--- config.mk ---
export PLATFORM = sky130hd
export DESIGN_NAME = cam_colwrite
export DESIGN_NICKNAME = d
export VERILOG_FILES = /design/src/rtl/cam_wr_pkg.sv /design/src/rtl/cam_wr_seq.sv /design/src/rtl/cam_wr_coldec.sv /design/src/rtl/cam_wr_rowdrv.sv /design/src/rtl/cam_colwrite.sv
export SDC_FILE = /design/constraint.sdc
export NUM_CORES = 1
export LEC_CHECK = 0
export BUFFER_PORTS_ARGS = -buffer_cell sky130_fd_sc_hd__buf_2
export CORE_AREA = 10 10 72 86
export DETAILED_ROUTE_END_ITERATION = 8
export DIE_AREA = 0 0 82 96
export SLEW_MARGIN = 10
export SYNTH_ARGS = -nofsm -noshare
export SYNTH_HDL_FRONTEND = slang
export SYNTH_HIERARCHICAL = 1
export SYNTH_SLANG_ARGS = --single-unit
--- constraint.sdc ---
create_clock -name clk -period 1.6 [get_ports clk]
set_input_delay 0.32 -clock clk [delete_from_list [all_inputs] [get_ports clk]]
set_output_delay 0.32 -clock clk [all_outputs]
set_load 0.02 [all_outputs]
--- src/rtl/cam_wr_pkg.sv ---
package cam_wr_pkg;
  typedef enum logic [2:0] {
    ST_IDLE  = 3'd0,
    ST_CLR   = 3'd1,
    ST_BONE  = 3'd2,
    ST_BZERO = 3'd3,
    ST_TPAIR = 3'd4,
    ST_TLO   = 3'd5,
    ST_THI   = 3'd6
  } step_t;

  function automatic logic is_last(step_t s, logic bulk_q);
    case (s)
      ST_CLR, ST_BZERO, ST_THI: return 1'b1;
      ST_BONE:                  return bulk_q;
      default:                  return 1'b0;
    endcase
  endfunction

  function automatic logic sets_ones(step_t s);
    return (s == ST_BONE) || (s == ST_TLO) || (s == ST_THI);
  endfunction
endpackage

--- src/rtl/cam_wr_seq.sv ---
module cam_wr_seq
  import cam_wr_pkg::*;
#(
  parameter int ROWS = 8,
  parameter int COLS = 8,
  localparam int AW = $clog2(COLS) + 1
) (
  input  logic            clk,
  input  logic            rst_n,
  input  logic            start,
  input  logic            clr_all,
  input  logic            tern,
  input  logic            bulk,
  input  logic [AW-1:0]   addr,
  input  logic [ROWS-1:0] data,
  input  logic [ROWS-1:0] mask,
  output step_t           step,
  output logic [AW-1:0]   waddr,
  output logic [ROWS-1:0] data_q,
  output logic [ROWS-1:0] mask_q,
  output logic            accept,
  output logic            reject,
  output logic            clr_go,
  output logic            last_step,
  output logic            err
);
  localparam int TWORDS = COLS / 2;

  function automatic logic addr_ok(logic t, logic [AW-1:0] a);
    return t ? (int'(a) < TWORDS) : (int'(a) < COLS);
  endfunction

  step_t st_q, st_d;
  logic  bulk_q;
  logic  idle;

  assign idle   = (st_q == ST_IDLE);
  assign clr_go = idle && clr_all;
  assign accept = idle && !clr_all && start && addr_ok(tern, addr);
  assign reject = idle && !clr_all && start && !addr_ok(tern, addr);

  always_comb begin
    st_d = st_q;
    case (st_q)
      ST_IDLE: begin
        if (clr_go)      st_d = ST_CLR;
        else if (accept) st_d = tern ? (bulk ? ST_TLO : ST_TPAIR) : ST_BONE;
      end
      ST_CLR:   st_d = ST_IDLE;
      ST_BONE:  st_d = bulk_q ? ST_IDLE : ST_BZERO;
      ST_BZERO: st_d = ST_IDLE;
      ST_TPAIR: st_d = ST_TLO;
      ST_TLO:   st_d = ST_THI;
      ST_THI:   st_d = ST_IDLE;
      default:  st_d = ST_IDLE;
    endcase
  end

  always_ff @(posedge clk) begin
    if (!rst_n) begin
      st_q   <= ST_IDLE;
      bulk_q <= 1'b0;
      waddr  <= '0;
      data_q <= '0;
      mask_q <= '0;
      err    <= 1'b0;
    end else begin
      st_q <= st_d;
      err  <= reject;
      if (accept) begin
        bulk_q <= bulk;
        waddr  <= addr;
        data_q <= data;
        mask_q <= mask;
      end
    end
  end

  assign step      = st_q;
  assign last_step = is_last(st_q, bulk_q);
endmodule

--- src/rtl/cam_wr_coldec.sv ---
module cam_wr_coldec
  import cam_wr_pkg::*;
#(
  parameter int COLS = 8,
  localparam int AW = $clog2(COLS) + 1
) (
  input  step_t           step,
  input  logic [AW-1:0]   waddr,
  output logic [COLS-1:0] col_sel
);
  function automatic logic col_hit(step_t s, int w, int c);
    case (s)
      ST_BONE, ST_BZERO: return c == w;
      ST_TLO:            return c == 2 * w;
      ST_THI:            return c == 2 * w + 1;
      ST_TPAIR:          return (c / 2) == w;
      ST_CLR:            return 1'b1;
      default:           return 1'b0;
    endcase
  endfunction

  for (genvar c = 0; c < COLS; c++) begin : g_col
    assign col_sel[c] = col_hit(step, int'(waddr), c);
  end
endmodule

--- src/rtl/cam_wr_rowdrv.sv ---
module cam_wr_rowdrv
  import cam_wr_pkg::*;
#(
  parameter int ROWS = 8
) (
  input  step_t           step,
  input  logic [ROWS-1:0] data_q,
  input  logic [ROWS-1:0] mask_q,
  output logic [ROWS-1:0] row_line,
  output logic            pol
);
  function automatic logic [ROWS-1:0] code_lo(logic [ROWS-1:0] d, logic [ROWS-1:0] m);
    return d | m;
  endfunction

  function automatic logic [ROWS-1:0] code_hi(logic [ROWS-1:0] d, logic [ROWS-1:0] m);
    return ~d | m;
  endfunction

  always_comb begin
    row_line = '0;
    case (step)
      ST_BONE:         row_line = data_q;
      ST_BZERO:        row_line = ~data_q;
      ST_TPAIR, ST_CLR: row_line = '1;
      ST_TLO:          row_line = code_lo(data_q, mask_q);
      ST_THI:          row_line = code_hi(data_q, mask_q);
      default:         row_line = '0;
    endcase
  end

  assign pol = sets_ones(step);
endmodule

--- src/rtl/cam_colwrite.sv ---
module cam_colwrite
  import cam_wr_pkg::*;
#(
  parameter int ROWS = 8,
  parameter int COLS = 8,
  localparam int AW = $clog2(COLS) + 1
) (
  input  logic            clk,
  input  logic            rst_n,
  input  logic            start,
  input  logic            clr_all,
  input  logic            tern,
  input  logic            bulk,
  input  logic [AW-1:0]   addr,
  input  logic [ROWS-1:0] data,
  input  logic [ROWS-1:0] mask,
  output logic [ROWS-1:0] row_line,
  output logic [COLS-1:0] col_sel,
  output logic            pol,
  output logic            busy,
  output logic            done,
  output logic            err
);
  step_t           step;
  logic [AW-1:0]   waddr;
  logic [ROWS-1:0] data_q, mask_q;
  logic            acc_evt, rej_evt, clr_evt, last_evt;

  cam_wr_seq #(.ROWS(ROWS), .COLS(COLS)) u_seq (
    .clk(clk), .rst_n(rst_n), .start(start), .clr_all(clr_all),
    .tern(tern), .bulk(bulk), .addr(addr), .data(data), .mask(mask),
    .step(step), .waddr(waddr), .data_q(data_q), .mask_q(mask_q),
    .accept(acc_evt), .reject(rej_evt), .clr_go(clr_evt),
    .last_step(last_evt), .err(err)
  );

  cam_wr_coldec #(.COLS(COLS)) u_col (
    .step(step), .waddr(waddr), .col_sel(col_sel)
  );

  cam_wr_rowdrv #(.ROWS(ROWS)) u_row (
    .step(step), .data_q(data_q), .mask_q(mask_q),
    .row_line(row_line), .pol(pol)
  );

  assign busy = (step != ST_IDLE);
  assign done = last_evt;
endmodule

==> results by group, run 1 <==
Routing
  – Detailed-routing iteration count for the pre-antenna-repair pass: 4
  – Overall via count from detail_route: 1703
  – Total detailed-routing wirelength: 5.01 mm
  – 1st-iter DRT viols: 63
  – Antenna-violating nets left: 0
  – Average wire per cell in the routed design: 15.2 um
  – DRC viols: 0
  – Avg Vias per Cell: 5.16

Setup path
  – Kind of end point of the critical path: output pin
  – Startpoint class of the critical path: flip-flop
  – Largest fanout of any net on the critical path: 7
  – Slack of the worst reg-to-reg path: -0.13 ns
  – Worst endpoint data arrival time: 1.50 ns
  – Beginning of the worst register-to-register path: u_seq/step[0]
  – Data required time at the worst endpoint: 1.28 ns
  – Worst setup path class: reg -> out
  – FF-to-FF path depth: 6
  – Reg-to-reg endpoint: u_seq/mask_q[4]

Floorplanning
  – Effective utilization at floorplan: 38.1%
  – Horiz. Die Dim: 82 um
  – Standard-cell rows: 27
  – Count of boundary I/O pins: 46
  – DIE AREA: 7870 um^2
  – Die span in y: 96 um
  – Floorplan core area: 4530 um^2

Clock tree
  – Later-pin clock latency in the skew report: 0.26 ns
  – TritonCTS clock tree: built
  – TritonCTS buffer count: 3
  – Clock edge transition at the registers on the reported setup and hold paths: 0.09 ns
  – Number of buffers on the longest clock path: 2
  – CTS H-Tree Depth: 1
  – Clk root buf: sky130_fd_sc_hd__clkbuf_8
  – CTS sink count: 25

Power and ir drop
  – Worst IR Drop VDD: 503 uV
  – Total power divided by cell area: 869 nW/um^2
  – P_leak: 0.945 nW

Finish
  – Net total in the final layout: 301
  – Area growth from synthesis to layout: 47.1%
  – Final core area utilization: 56.1%
  – Ratio of cells with drive above 1 in the final layout: 43.8%
  – Number of inserted diodes: 0
  – Layout Cell Area excl Fill: 2540 um^2

Timing
  – Worst-margin pin slew: 0.398 ns
  – Slew Limit Fails: 0
  – Post-Route Skew: 0.00234 ns
  – Setup repair after global routing missed its margin: yes
  – Least setup slack across all paths after layout: -0.218 ns
  – Max-Slew Margin vs Limit: 72.8%
  – Count of final setup violators: 39
  – Share of the clock period used by the worst path: 114%
  – Final hold vios: 0
  – Highest achievable clock rate: 550 MHz
  – Final critical path time including I/O delays and setup: 1.82 ns

Global route
  – Grt total ovfl: 0
  – Number of global-route vias before repair: 1743
  – Maximum number of pins on one net before global-route repair: 23
  – Aggregate global-route resource usage: 12.5%
  – Antenna violations before repair: 0
  – Global-route wire length before repair: 8.07 mm

Placed design
  – Number of input and output port buffers inserted: 45
  – Place WS: -0.0125 ns
  – Instance area after placement: 2070 um^2
  – Placed wire-length estimate: 3.52 mm
  – Global placer's final weighted congestion: 0.795

Worst hold path
  – Hold-critical path endpoint: u_seq/data_q[6]
  – Min-Delay Startpoint: data[6]
  – Hold-critical path depth: 3
  – Worst hold path class: in -> reg

Yosys
  – Instance count of the mapped netlist: 212
  – Per-instance average area after synthesis: 8.14 um^2
  – Syn Nets: 240
  – Number of synthesis warnings: 6
  – Area of the mapped netlist: 1730 um^2

Status
  – Failing checks: setup timing
  – Result of the run: finished with violations

Run
  – Max-capacitance violation count: 0
==> worst max path at each step <==
stage	from	depth (start not counted)	slack [ns]	endpoint
after global routing	u_seq/step[2]	5	-0.29	col_sel[5]
after floorplan	u_seq/step[1]	4	0.02	col_sel[4]
after detailed placement	u_seq/step[2]	5	-0.01	col_sel[5]
after global placement	u_seq/step[1]	5	0.02	row_line[0]
final	u_seq/step[2]	5	-0.22	col_sel[5]
after CTS	u_seq/step[2]	4	-0.19	col_sel[0]
==> timing repair <==
action	CTS	global route
setup buffers	4	3
resized for setup	58	22
setup endpoints to repair	21	41
gates cloned	0	2
pin swaps	6	6
hold endpoints to repair	0	0
hold buffers	0	0
==> layout by cell type, fill, tap and decap left out, types with 4 or more instances in the layout <==
cell	instances
sky130_fd_sc_hd__buf_8	4
sky130_fd_sc_hd__o32ai_2	8
sky130_fd_sc_hd__nand2_1	54
sky130_fd_sc_hd__o21ai_2	4
sky130_fd_sc_hd__buf_4	29
sky130_fd_sc_hd__buf_2	26
sky130_fd_sc_hd__dfxtp_1	21
sky130_fd_sc_hd__inv_1	10
sky130_fd_sc_hd__mux2i_1	23
sky130_fd_sc_hd__buf_6	7
sky130_fd_sc_hd__nor2_1	16
sky130_fd_sc_hd__a221oi_2	7
==> area by class of cell <==
| cell class | count | area, um^2 |
|---|---|---|
| multi-input cells | 161 | 1270 |
| clock buffers | 4 | 45.0 |
| well taps | 58 | 72.6 |
| repair buffers | 71 | 597 |
| fillers | 415 | 1990 |
| flip-flops and latches | 25 | 513 |
| inverters | 11 | 41.3 |
==> sequential cells by signal, summed over array words and instances (netlist names) <==
signal	cells
u_seq/err	1
u_seq/data_q	8
u_seq/step	3
u_seq/bulk_q	1
u_seq/mask_q	8
u_seq/waddr	4
==> stage by stage <==
stage	hold WS (ns)	setup TNS, ns	instances	power, mW
3_5_place_dp	0.464	-0.0125	317	1.57
2_1_floorplan	0.430	0	212	1.30
6_report	0.290	-4.82	330	2.21
3_3_place_gp	0.456	0	317	1.56
4_1_cts	0.287	-2.71	325	2.15
5_1_grt	0.287	-7.79	330	2.34
==> where the power goes <==
part | switching, mW | internal [mW]
clock network | 0.194 | 0.178
logic | 0.560 | 0.564
registers | 0.0533 | 0.658
==> per-layer routing <==
layer	routed length [um]	global-route usage, %	vias up
met5	0	0	-
met4	66	3.55	0
met3	267	2.71	8
met2	2630	23.0	38
met1	2040	13.9	793
li1	-	-	864
==> worst max-delay path: stages (launching register included) <==
cell and delay, ns:
sky130_fd_sc_hd__dfxtp_4 0.38, sky130_fd_sc_hd__buf_6 0.12, sky130_fd_sc_hd__and2b_2 0.22, sky130_fd_sc_hd__o32ai_2 0.23, sky130_fd_sc_hd__a21o_1 0.17, sky130_fd_sc_hd__buf_6 0.12
Note: power is estimated with default switching activity, not from simulation.
==> run 2, diff against run 1 <==
- MAX_ROUTING_LAYER: not set -> met4
- PLACE_DENSITY: not set -> 0.67
==> results by group, run 2 (synthesized netlist as in run 1, its figures left out) <==
Global route
  – Grt total ovfl: 0 (unchanged)
  – Number of global-route vias before repair: 1694 (was 1743)
  – Antenna violations before repair: 0 (unchanged)
  – Aggregate global-route resource usage: 13.3% (was 12.5%)
  – Maximum number of pins on one net before global-route repair: 28 (was 23)
  – Global-route wire length before repair: 8.25 mm (was 8.07 mm)

Clock tree
  – Later-pin clock latency in the skew report: 0.27 ns (was 0.26 ns)
  – Clk root buf: sky130_fd_sc_hd__clkbuf_8 (unchanged)
  – Clock edge transition at the registers on the reported setup and hold paths: 0.09 ns (about the same)
  – TritonCTS clock tree: built (unchanged)
  – CTS H-Tree Depth: 1 (unchanged)
  – Number of buffers on the longest clock path: 2 (unchanged)
  – CTS sink count: 25 (unchanged)
  – Hold buffers post-CTS: 0 (unchanged)
  – TritonCTS buffer count: 3 (unchanged)

Setup path
  – CP Buf/Inv Count: 2 (unchanged)
  – Startpoint class of the critical path: flip-flop (unchanged)
  – Reg-to-reg endpoint: u_seq/mask_q[2] (was u_seq/mask_q[4])
  – Largest fanout of any net on the critical path: 6 (was 7)
  – Library cell appearing most often on the critical path: sky130_fd_sc_hd__buf_6 (unchanged)
  – Worst setup path class: reg -> out (unchanged)
  – Largest delay contributor family on the critical path: compound AO/OA/AOI/OAI gates (unchanged)
  – Kind of end point of the critical path: output pin (unchanged)
  – FF-to-FF path depth: 6 (unchanged)
  – Beginning of the worst register-to-register path: u_seq/step[1] (was u_seq/step[0])
  – Biggest cell delay along the critical path: 0.38 ns (about the same)
  – Series of cell instances along the critical path: buf_6 -> and2b_2 -> o32ai_2 -> a21o_1 -> buf_6 (unchanged)
  – Data required time at the worst endpoint: 1.28 ns (about the same)
  – Highest-delay cell along the critical path: sky130_fd_sc_hd__dfxtp_4 (unchanged)
  – Worst endpoint data arrival time: 1.52 ns (was 1.50 ns)
  – Slack of the worst reg-to-reg path: 0.07 ns (was -0.13 ns)

Power and ir drop
  – P_leak: 0.940 nW (was 0.945 nW)
  – Total power consumption of the routed design: 2.20 mW (was 2.21 mW)
  – Worst IR Drop VDD: 657 uV (was 503 uV)
  – Total power divided by cell area: 877 nW/um^2 (was 869 nW/um^2)

Routing
  – DRC viols: 0 (unchanged)
  – Total detailed-routing wirelength: 5.15 mm (was 5.01 mm)
  – Antenna-violating nets left: 0 (unchanged)
  – Average wire per cell in the routed design: 15.8 um (was 15.2 um)
  – Overall via count from detail_route: 1693 (was 1703)
  – Avg Vias per Cell: 5.19 (was 5.16)
  – 1st-iter DRT viols: 40 (was 63)
  – Detailed-routing iteration count for the pre-antenna-repair pass: 4 (unchanged)

Status
  – Result of the run: finished with violations (unchanged)
  – Failing checks: setup timing (unchanged)

Finish
  – Net total in the final layout: 297 (was 301)
  – Final core area utilization: 55.6% (was 56.1%)
  – Layout Cell Area excl Fill: 2510 um^2 (was 2540 um^2)
  – Commonest cells after routing, fill and taps aside: sky130_fd_sc_hd__nand2_1, sky130_fd_sc_hd__buf_2, sky130_fd_sc_hd__buf_4, sky130_fd_sc_hd__mux2i_1, sky130_fd_sc_hd__dfxtp_1 (was sky130_fd_sc_hd__nand2_1, sky130_fd_sc_hd__buf_4, sky130_fd_sc_hd__buf_2, sky130_fd_sc_hd__mux2i_1, sky130_fd_sc_hd__dfxtp_1)
  – Biggest registers after layout: u_seq/data_q (8), u_seq/mask_q (8), u_seq/waddr (4) (unchanged)
  – Area growth from synthesis to layout: 45.7% (was 47.1%)
  – Commonest non-fill, non-tap cell in the layout: sky130_fd_sc_hd__nand2_1 (unchanged)
  – Number of inserted diodes: 0 (unchanged)
  – Ratio of cells with drive above 1 in the final layout: 44.0% (was 43.8%)

Placed design
  – Number of input and output port buffers inserted: 45 (unchanged)
  – Placed wire-length estimate: 3.34 mm (was 3.52 mm)
  – Instance area after placement: 2080 um^2 (was 2070 um^2)
  – Global placer's final weighted congestion: 0.868 (was 0.795)

Worst hold path
  – Worst hold path class: in -> reg (unchanged)
  – Hold-critical path depth: 3 (unchanged)
  – Hold-critical path endpoint: u_seq/waddr[1] (was u_seq/data_q[6])
  – Min-Delay Startpoint: addr[1] (was data[6])

Floorplanning
  – Effective utilization at floorplan: 38.1% (unchanged)
  – Floorplan core area: 4530 um^2 (unchanged)
  – Horiz. Die Dim: 82 um (unchanged)
  – Count of boundary I/O pins: 46 (unchanged)
  – Die span in y: 96 um (unchanged)
  – DIE AREA: 7870 um^2 (unchanged)
  – Standard-cell rows: 27 (unchanged)

Timing
  – Setup repair after global routing missed its margin: yes (unchanged)
  – Final hold slack: 0.283 ns (was 0.290 ns)
  – Final critical path time including I/O delays and setup: 1.84 ns (was 1.82 ns)
  – Worst-margin pin slew: 0.433 ns (was 0.398 ns)
  – Share of the clock period used by the worst path: 115% (was 114%)
  – Slew Limit Fails: 0 (unchanged)
  – Post-Route Skew: 0.00521 ns (was 0.00234 ns)
  – Count of final setup violators: 18 (was 39)
  – Max-Slew Margin vs Limit: 70.4% (was 72.8%)
  – Highest achievable clock rate: 544 MHz (was 550 MHz)
  – Final hold vios: 0 (unchanged)
  – Least setup slack across all paths after layout: -0.238 ns (was -0.218 ns)

Run
  – Max-capacitance violation count: 0 (unchanged)
run 2: worst reg2reg max path: cells and delay by family (launching register included):
family | cells | cell delay (ns)
buf+inv | 3 | 0.44
simple gates | 2 | 0.41
flops | 1 | 0.41
mux | 1 | 0.21
run 2: power by group:
group | internal, mW | switching [mW]
logic | 0.553 | 0.558
registers | 0.658 | 0.0584
clock network | 0.174 | 0.203
run 2: per-layer routing:
metal / GRT usage [%] / vias to the layer above / share of wire, %
met3: 2.24 / 8 / 5.1
met2: 21.7 / 49 / 48
met1: 16.5 / 777 / 45
li1: - / 859 / -
met5: - / - / 0
met4: 3.55 / 0 / 1.3
run 2: area by class of cell:
class	count	area, um^2
well taps	58	72.6
multi-input cells	161	1290
clock inverters	1	5.00
inverters	11	41.3
flip-flops and latches	25	518
clock buffers	3	41.3
repair buffers	67	544
fillers	418	2010
run 2: timing repair:
action / CTS / global route
gates cloned: 0 / 1
setup buffers: 2 / 4
gates resized for setup: 51 / 27
pin swaps: 4 / 7
endpoints found under the setup margin: 19 / 40
run 2: how the worst max path moves through the flow:
stage,depth (start not counted),to,start
6_report,5,col_sel[5],u_seq/step[2]
3_5_place_dp,5,row_line[4],u_seq/step[2]
2_1_floorplan,4,col_sel[4],u_seq/step[1]
3_3_place_gp,6,col_sel[6],u_seq/step[2]
4_1_cts,4,col_sel[0],u_seq/step[2]
5_1_grt,5,col_sel[5],u_seq/step[2]
run 2: per-stage QoR:
step           cells  setup slack, ns  TNS, ns
6_report         326           -0.238    -3.07
3_5_place_dp     315          -0.0360   -0.187
4_1_cts          321           -0.189    -2.84
3_3_place_gp     315           0.0171        0
5_1_grt          326           -0.288    -4.46
2_1_floorplan    212           0.0231        0
